File: src/rtl/bfa_pkg.sv
package bfa_pkg;
  localparam int ADDR_W     = 7;
  localparam int DATA_W     = 8;
  localparam int COMMON_N   = 8;
  localparam int BANK_N     = 4;
  localparam int BANK_DEPTH = 16;
  localparam int STORE_N    = COMMON_N + BANK_N * BANK_DEPTH;
  localparam int IDX_W      = $clog2(STORE_N);
  localparam int OFS_W      = $clog2(BANK_DEPTH);
  localparam int COMMON_IW  = $clog2(COMMON_N);
  localparam int BSEL_LSB   = OFS_W + 1;
  localparam int SPC_N      = 6;
  localparam int MSR_ADDR   = 4;

  typedef enum logic [1:0] {
    TGT_NONE  = 2'd0,
    TGT_STORE = 2'd1,
    TGT_MSR   = 2'd2,
    TGT_SPC   = 2'd3
  } tgt_kind_e;

  typedef struct packed {
    tgt_kind_e          kind;
    logic [IDX_W-1:0]   idx;
    logic [SPC_N-1:0]   spc;
  } tgt_t;
endpackage

File: src/rtl/bfa_decode.sv
module bfa_decode
  import bfa_pkg::*;
(
  input  logic [ADDR_W-1:0] addr,
  input  logic [ADDR_W-1:0] ptr,
  output tgt_t              tgt
);
  logic [ADDR_W-1:0] eff;

  // effective address: indirect, steered window, or absolute
  always_comb begin
    if (addr == '0) begin
      eff = ptr;
    end else if (addr[ADDR_W-1:OFS_W] == 3'b001) begin
      eff = {ptr[ADDR_W-1:BSEL_LSB], addr[OFS_W:0]};
    end else begin
      eff = addr;
    end
  end

  // classify the effective address
  always_comb begin
    tgt.kind = TGT_NONE;
    tgt.idx  = '0;
    tgt.spc  = '0;
    if (eff == '0) begin
      tgt.kind = TGT_NONE;
    end else if (eff == ADDR_W'(MSR_ADDR)) begin
      tgt.kind = TGT_MSR;
    end else if (eff < ADDR_W'(COMMON_N)) begin
      tgt.kind = TGT_SPC;
      for (int k = 1; k < COMMON_N; k++) begin
        if (k != MSR_ADDR && eff == ADDR_W'(k)) begin
          tgt.spc[(k < MSR_ADDR) ? k - 1 : k - 2] = 1'b1;
        end
      end
    end else if (eff < ADDR_W'(2 * COMMON_N)) begin
      tgt.kind = TGT_STORE;
      tgt.idx  = IDX_W'(eff[COMMON_IW-1:0]);
    end else if (eff[OFS_W]) begin
      tgt.kind = TGT_STORE;
      tgt.idx  = IDX_W'(COMMON_N) +
                 IDX_W'({eff[ADDR_W-1:BSEL_LSB], eff[OFS_W-1:0]});
    end
  end
endmodule

File: src/rtl/bfa_msr.sv
module bfa_msr
  import bfa_pkg::*;
(
  input  logic              clk,
  input  logic              rst_n,
  input  logic              ext_clr,
  input  logic              we,
  input  logic [ADDR_W-1:0] wdata,
  output logic [ADDR_W-1:0] q
);
  logic [ADDR_W-1:0] nxt;

  always_comb begin
    nxt = q;
    if (ext_clr) begin
      nxt = {{(ADDR_W-BSEL_LSB){1'b0}}, q[BSEL_LSB-1:0]};
    end else if (we) begin
      nxt = wdata;
    end
  end

  always_ff @(posedge clk or negedge rst_n) begin
    if (!rst_n) q <= '0;
    else        q <= nxt;
  end


  ext_clr_chk: assert property (@(posedge clk) disable iff (!rst_n)
    ext_clr |=> (q[ADDR_W-1:BSEL_LSB] == '0) &&
                (q[BSEL_LSB-1:0] == $past(q[BSEL_LSB-1:0])));
endmodule

File: src/rtl/bfa_store.sv
module bfa_store
  import bfa_pkg::*;
(
  input  logic              clk,
  input  logic              rst_n,
  input  logic              we,
  input  logic [IDX_W-1:0]  idx,
  input  logic [DATA_W-1:0] wdata,
  output logic [DATA_W-1:0] rdata
);
  logic [DATA_W-1:0] mem [STORE_N];

  always_ff @(posedge clk) begin
    if (we) mem[idx] <= wdata;
  end

  always_comb begin
    if (idx < IDX_W'(STORE_N)) rdata = mem[idx];
    else                       rdata = '0;
  end


  store_range_chk: assert property (@(posedge clk) disable iff (!rst_n)
    we |-> (idx < IDX_W'(STORE_N)));
endmodule

File: src/rtl/bank_regfile.sv
module bank_regfile
  import bfa_pkg::*;
(
  input  logic              clk,
  input  logic              rst_n,
  input  logic              ext_clr,
  input  logic              wdg_clr,
  input  logic [ADDR_W-1:0] addr,
  input  logic              rd_en,
  input  logic              wr_en,
  input  logic [DATA_W-1:0] wdata,
  output logic [DATA_W-1:0] rdata,
  output logic [SPC_N-1:0]  spc_sel
);
  tgt_t              tgt;
  logic [ADDR_W-1:0] msr_q;
  logic [DATA_W-1:0] st_rd;
  logic              wr_ok;
  logic              st_we;
  logic              msr_we;

  bfa_decode u_dec (
    .addr (addr),
    .ptr  (msr_q),
    .tgt  (tgt)
  );

  assign wr_ok  = wr_en && !ext_clr && !wdg_clr;
  assign st_we  = wr_ok && (tgt.kind == TGT_STORE);
  assign msr_we = wr_ok && (tgt.kind == TGT_MSR);

  bfa_msr u_msr (
    .clk     (clk),
    .rst_n   (rst_n),
    .ext_clr (ext_clr),
    .we      (msr_we),
    .wdata   (wdata[ADDR_W-1:0]),
    .q       (msr_q)
  );

  bfa_store u_store (
    .clk   (clk),
    .rst_n (rst_n),
    .we    (st_we),
    .idx   (tgt.idx),
    .wdata (wdata),
    .rdata (st_rd)
  );

  always_comb begin
    rdata = '0;
    if (rd_en) begin
      case (tgt.kind)
        TGT_STORE: rdata = st_rd;
        TGT_MSR:   rdata = {1'b1, msr_q};
        default:   rdata = '0;
      endcase
    end
  end

  assign spc_sel = (rd_en || wr_en) ? tgt.spc : '0;


  spc_onehot_chk: assert property (@(posedge clk) disable iff (!rst_n)
    $onehot0(spc_sel));

  idle_rdata_chk: assert property (@(posedge clk) disable iff (!rst_n)
    !rd_en |-> (rdata == '0));

  msr_top_bit_chk: assert property (@(posedge clk) disable iff (!rst_n)
    (rd_en && addr == ADDR_W'(MSR_ADDR)) |-> rdata[DATA_W-1]);

  null_ptr_chk: assert property (@(posedge clk) disable iff (!rst_n)
    (wr_en && addr == '0 && msr_q == '0) |-> (!st_we && !msr_we));

  wdg_hold_chk: assert property (@(posedge clk) disable iff (!rst_n)
    (wdg_clr && !ext_clr) |=> $stable(msr_q));
endmodule

File: config.mk
export PLATFORM = sky130hd
export DESIGN_NAME = bank_regfile
export DESIGN_NICKNAME = d
export VERILOG_FILES = /design/src/rtl/bfa_pkg.sv /design/src/rtl/bfa_decode.sv /design/src/rtl/bfa_msr.sv /design/src/rtl/bfa_store.sv /design/src/rtl/bank_regfile.sv
export SDC_FILE = /design/constraint.sdc
export NUM_CORES = 1
export LEC_CHECK = 0
export BUFFER_PORTS_ARGS = -buffer_cell sky130_fd_sc_hd__buf_4
export CORE_MARGIN = 2
export CORE_UTILIZATION = 35
export DETAILED_ROUTE_END_ITERATION = 6
export GPL_TIMING_DRIVEN = 0
export PLACE_DENSITY_LB_ADDON = 0.05
export SYNTH_ARGS = -nofsm -noshare
export SYNTH_HDL_FRONTEND = slang
export SYNTH_HIERARCHICAL = 1
export SYNTH_SLANG_ARGS = --single-unit
File: constraint.sdc
create_clock -name clk -period 3.3 [get_ports clk]
set_input_delay 0.165 -clock clk [delete_from_list [all_inputs] [get_ports clk]]
set_output_delay 0.165 -clock clk [all_outputs]
set_load 0.05 [all_outputs]
==> out/results.ini, run 1 <==
[synthesis]
synth.ff_latch_count=583
ys_async_sr_fraction_pct=1.20
synth.avg_cell_area_um2=17.5
synth_flop_cell=edfxtp_1
syn_area_um2=23600
yosysWarningCount=6
synth_edf_count=576
seq_area_frac_synth_pct=74.1
syn_inst=1346
yosysUniqueCellTypes=76
syn_nets=1371

[finish]
nFillCells=5657
regArea_um2=17500
stdcell_area_um2=31300
drive_above_1_share_pct=40.8
final_cell_mix=edfxtp_1, buf_4, buf_12
final_util_pct=46.8
stdcell_count=2530
final_common_cell=edfxtp_1
syn_to_final_growth_pct=32.7
nets=1635
multi_input_area_um2=7080

[clock_network]
clock-sinks=583
cts_tree=built
cts-buffers-inserted=66
clkSlewWorstSetupHoldPaths_ps=50
cts-root-buf=clkbuf_16
clk_latency_ps=610
cts_max_path_buffers=3
cts_max_level=3

[worst_setup_path]
critical_path_class=reg -> out
slowest_stage=dfrtp_2
cp_max_fo=7
crit_arrival_ps=4310
r2r_slack_ps=-280
cp_num_buf_inv=5
crit_top_cell=buf_12
cp-start-kind=flip-flop
critical_path.max_stage_delay_ps=430
endpoint_kind=output pin
path_cells=nor4_4 > a21oi_2 > o21ai_2 > o21a_4 > buf_12 > buf_16 > buf_12 > clkinvlp_4 > a221o_1 > a221oi_4 > a31oi_2 > a311oi_2 > o211ai_1 > a22oi_2 > nor2_4 > buf_6
critical-path-top-delay-family=compound AO/OA/AOI/OAI gates
required_ps=3130

[outcome]
status=finished with violations
violations=setup timing

[routing]
wl_per_cell_um=34.5
drtIter0Drc=1806
viasPerCell=5.92
dr.pass1.iters=5
wl_um=87200
vias=15000
ant_nets=0
drc=0

[floorplan]
row_count=95
dieArea_um2=69500
io_pins=35
die_y_um=264
die-width_um=264
start_util_pct=35.3
coreArea_um2=66900

[power]
internal_power_mw=13.1
combinationalPowerShare_pct=10.7
netSwitchingFraction_pct=23.8
peakVddDrop_mv=0.264
leakage_nw=9.98
p_seq_share_pct=47.6
p_per_area_nw_per_um2=548
clock_power_share_pct=41.8
p_switching_mw=4.08

[grt]
first_global_vias=14400
grt_overflow=0
antenna_found_initial=4
grt_max_degree=74
grt_usage_pct=25.1
grt_pass1_wl_um=120000

[timing]
drv_slew=0
finalHoldViolations=0
setup_slack_ps=-1180
finalCritPeriodShare_pct=136
rsz0062_at_grt=true
relSlewSlack_pct=36.4
period_needed_ps=4480
setup_viol_count_final=160
tns_ps=-34620
tightest_slew_ps=954
fmax_mhz=223
fin_worst_skew_ps=28.9

[min_path]
hold_path.class=in -> reg

[place]
portBuffers=32
dpl.cell_count=2254
place_hpwl_um=53000
dpl_cell_area_um2=25100
gp_congestion=0.891

[job]
maxCapViolCount=0

metrics by stage:
step	setup slack, ps	total power [mW]	hold WS [ps]
after global placement	-2780	9.66	-21.3
after detailed placement	-2850	9.67	-19.5
final	-1180	17.1	153
after CTS	-1160	17.2	125
after floorplan	-103	8.98	-131
after global routing	-1270	17.6	168
flip-flops by register name, summed over array words and instances (netlist names):
register and flops:
u_store/mem 576, u_msr/q 7
final timing paths:
kind,start,end,depth (start not counted)
max in group asynchronous,rst_n,u_msr/q[5],3
max reg2reg,u_msr/q[3],u_store/mem[62][5],10
min in group asynchronous,rst_n,u_msr/q[2],3
min reg2reg,u_msr/q[6],u_msr/q[6],2
max,u_msr/q[5],rdata[1],16
min,wr_en,u_msr/q[5],4
worst min-delay path, stage by stage:
cell      delay [ps]
buf_4             90
and4bb_2         280
mux2i_1           80
nor2_1            80
synth_stat cells, types with 12 or more instances:
master | count | area, µm²
a21oi_1 | 37 | 185
a221oi_1 | 44 | 385
a22o_1 | 12 | 105
a22oi_1 | 32 | 240
a31oi_1 | 12 | 75.1
buf_2 | 37 | 185
clkbuf_1 | 25 | 93.8
edfxtp_1 | 576 | 17300
mux2_2 | 33 | 372
mux2i_1 | 52 | 521
mux4_2 | 66 | 1490
nand2_1 | 45 | 169
nand3_1 | 12 | 60.1
nor2_1 | 119 | 447
nor2b_1 | 18 | 113
nor3_1 | 15 | 75.1
o21ai_0 | 27 | 135
o22ai_1 | 16 | 100
power by group through the flow:
stage | sequential [mW] | combinational (mW) | clock [mW]
finish | 8.16 | 1.83 | 7.16
global route | 8.15 | 1.87 | 7.58
CTS | 8.16 | 1.75 | 7.30
detailed placement | 8.31 | 1.35 | 0
global placement | 8.31 | 1.35 | 0
floorplan | 8.31 | 0.671 | 0
per-layer routing:
metal	track usage [%]	routed length, µm	vias to the layer above
met5	0	9	-
met3	4.13	6590	144
met4	9.00	2840	2
met2	38.7	39900	723
met1	36.0	37900	8035
li1	-	-	6066
area by class of cell:
class	instances	area share (%)
Multi-Input combinational cell	669	22.6
Inverter	14	0.212
Clock buffer	86	5.79
Buffer	79	3.52
Timing Repair Buffer	197	7.73
Clock inverter	28	0.843
Tap cell	873	3.49
Sequential cell	583	55.8
Antenna cell	1	0.00799
cell families (layout without fill, tap and decap cells):
family	count (synthesis)	count (layout)	share of synthesized area, %
buffers and inverters	94	404	1.96
other	0	1	0
DFF	583	583	74.1
muxes	159	159	10.7
adders and majority gates	4	4	0.212
and+or+nand+nor	259	259	5.23
AOI/OAI and AO/OA	247	247	7.80
timing repair:
item | in CTS | in global routing
setup endpoints to repair | 584 | 574
pin swaps | 89 | 36
resized for setup | 461 | 68
gates cloned | 6 | 0
hold buffers | 3 | 0
endpoints found under the hold margin | 9 | 0
buffers inserted | 121 | 33
Note: power is estimated with default switching activity, not from simulation.
==> run 2: changes to the inputs <==
--- a/config.mk
+++ b/config.mk
@@ -12,3 +12,3 @@
 export GPL_TIMING_DRIVEN = 0
-export PLACE_DENSITY_LB_ADDON = 0.05
+export PLACE_DENSITY_LB_ADDON = 0.1
 export SYNTH_ARGS = -nofsm -noshare
--- a/constraint.sdc
+++ b/constraint.sdc
@@ -3,2 +3,2 @@
 set_output_delay 0.165 -clock clk [all_outputs]
-set_load 0.05 [all_outputs]
+set_load 0.1 [all_outputs]
==> run 2 against run 1 <==
  * The flow still finishes with violations (setup timing)
  * Final cell count up 0.47%
  * Cell area grew 0.62%
  * Die area is the same
  * Clock power down 3%
  * Wire length shrank 1.7%
  * Core utilization up 0.29 points
  * First-iteration DRC count up 5.3%
==> out/results.ini, run 2 (synthesis gave the netlist of run 1 again) <==
[worst_setup_path]
r2r-start=u_msr/q[5]
crit_arrival_ps=4460
endpoint=rdata[1]
r2r-end=u_store/mem[7][5]
ff2ff_path_depth=11
slowest_stage=dfrtp_2
cp_num_cells=17
critical_path_class=reg -> out
cp_max_fo=7
endpoint_kind=output pin
critical-path-top-delay-family=compound AO/OA/AOI/OAI gates
critical_path.max_stage_delay_ps=420
crit_top_cell=buf_12
r2r_slack_ps=40
required_ps=3130
cp-startpoint=u_msr/q[5]
cp-start-kind=flip-flop
path_cells=nor4_4 > a21oi_4 > o21ai_4 > o21a_4 > buf_12 > buf_4 > buf_12 > buf_12 > inv_2 > a221o_1 > a221oi_4 > a31oi_1 > a311oi_2 > o211ai_1 > a22oi_2 > nor2_4 > buf_12
cp_num_buf_inv=6

[timing]
fin_worst_skew_ps=15.0
relSlewSlack_pct=37.7
tightest_slew_ps=935
setup_viol_count_final=8
rsz0062_at_grt=true
drv_slew=0
setup_slack_ps=-1330
fmax_mhz=216
finalCritPeriodShare_pct=140
finalHoldViolations=0
period_needed_ps=4630

[outcome]
status=finished with violations
violations=setup timing

[grt]
grt_overflow=0
grt_pass1_wl_um=118000
antenna_found_initial=1
grt_max_degree=74
first_global_vias=14500
grt_usage_pct=24.5

[place]
dpl.cell_count=2252
dpl_worst_slack_ps=-2670
place_hpwl_um=51400
dpl_cell_area_um2=25200
gp_congestion=0.896
portBuffers=32

[clock_network]
clk_latency_ps=630
cts_tree=built
cts_max_level=2
cts-buffers-inserted=60
clock-sinks=583
cts_max_path_buffers=3
cts-root-buf=clkbuf_16
clkSlewWorstSetupHoldPaths_ps=60

[power]
leakage_nw=10.1
p_per_area_nw_per_um2=539
peakVddDrop_mv=0.457

[floorplan]
io_pins=35
start_util_pct=35.3
coreArea_um2=66900
die-width_um=264
dieArea_um2=69500
die_y_um=264
row_count=95

[routing]
ant_nets=0
vias=15000
wl_um=85800
drc=0
wl_per_cell_um=33.7
dr.pass1.iters=6
viasPerCell=5.91
drtIter0Drc=1902

[finish]
largest_registers=u_store/mem (576), u_msr/q (7)
nets=1642
stdcell_area_um2=31500
syn_to_final_growth_pct=33.5
nFillCells=5604
stdcell_count=2542
final_common_cell=edfxtp_1
drive_above_1_share_pct=41.8
largest_reg_flops=576
final_cell_mix=edfxtp_1, buf_4, buf_12
largest_register=u_store/mem

[min_path]
hold_path.class=in -> reg

[job]
maxCapViolCount=0

## run 2: changes by cell type in the layout (fill, tap and decap cells not counted), moves of 4 or more
cell       previous run  this run
clkbuf_1             17        10
clkinv_2              8        17
buf_4               120       125
nor2_4               78        82
bufinv_16             5         9
buf_12               79        92
clkbuf_16            72        61
buf_6                32        23
## run 2: metal layers
| metal | up-vias | global-route usage [%] | share of wire, % |
|---|---|---|---|
| met3 | 171 | 4.89 | 8.8 |
| met2 | 807 | 37.3 | 45 |
| li1 | 6081 | - | - |
| met1 | 7967 | 34.9 | 43 |
| met4 | 0 | 9.07 | 4.0 |
| met5 | - | 0 | 0 |
## run 2: worst min-delay path by stage
| stage | from | to | slack [ps] | cells after the start |
|---|---|---|---|---|
| after CTS | wr_en | u_msr/q[6] | 80 | 4 |
| final | wr_en | u_msr/q[6] | 120 | 4 |
| after global placement | rst_n | u_msr/q[0] | -10 | 1 |
| after global routing | wdg_clr | u_msr/q[5] | 140 | 4 |
| after detailed placement | rst_n | u_msr/q[5] | -9 | 1 |
| after floorplan | rst_n | u_msr/q[0] | -130 | 0 |
## run 2: worst reg2reg max path: cells and delay by family (launching register included)
family | cells | cell delay [ps]
DFF | 1 | 390
AOI/OAI and AO/OA | 1 | 290
and+or+nand+nor | 5 | 1430
adders and majority gates | 1 | 220
buffers and inverters | 4 | 570
## run 2: area by class of cell
class                           instances  area (µm²)  area share (%)
Sequential cell                       583       17500            55.5
Multi-Input combinational cell        669        7130            22.6
Timing Repair Buffer                  211        2640            8.39
Clock buffer                           69        1540            4.87
Buffer                                 78        1100            3.50
Tap cell                              873        1090            3.47
Clock inverter                         44         464            1.47
Inverter                               14        60.1           0.191
Antenna cell                            1        2.50         0.00794
## run 2: where the power goes
group	internal (mW)	total (mW)	switching (mW)
clock	4.04	6.96	2.93
sequential	8.15	8.15	0.00873
combinational	0.683	1.87	1.19
total	12.9	17.0	4.13
## run 2: timing repair
action	in CTS	in global routing
cloned	3	0
endpoints found under the hold margin	9	0
endpoints found under the setup margin	584	542
hold buffers	3	0
buffers inserted	129	43
pin swaps	96	47
resized for setup	465	51
## run 2: per-stage QoR
step	power [mW]	hold WS [ps]	TNS, ps	util [%]
after global routing	17.4	145	-10280	47.1
after detailed placement	9.70	-8.92	-1241710	37.7
final	17.0	122	-9510	47.1
after CTS	17.0	81.8	-13300	46.1
after floorplan	9.03	-131	-962	-
after global placement	9.69	-12.8	-1239380	37.6
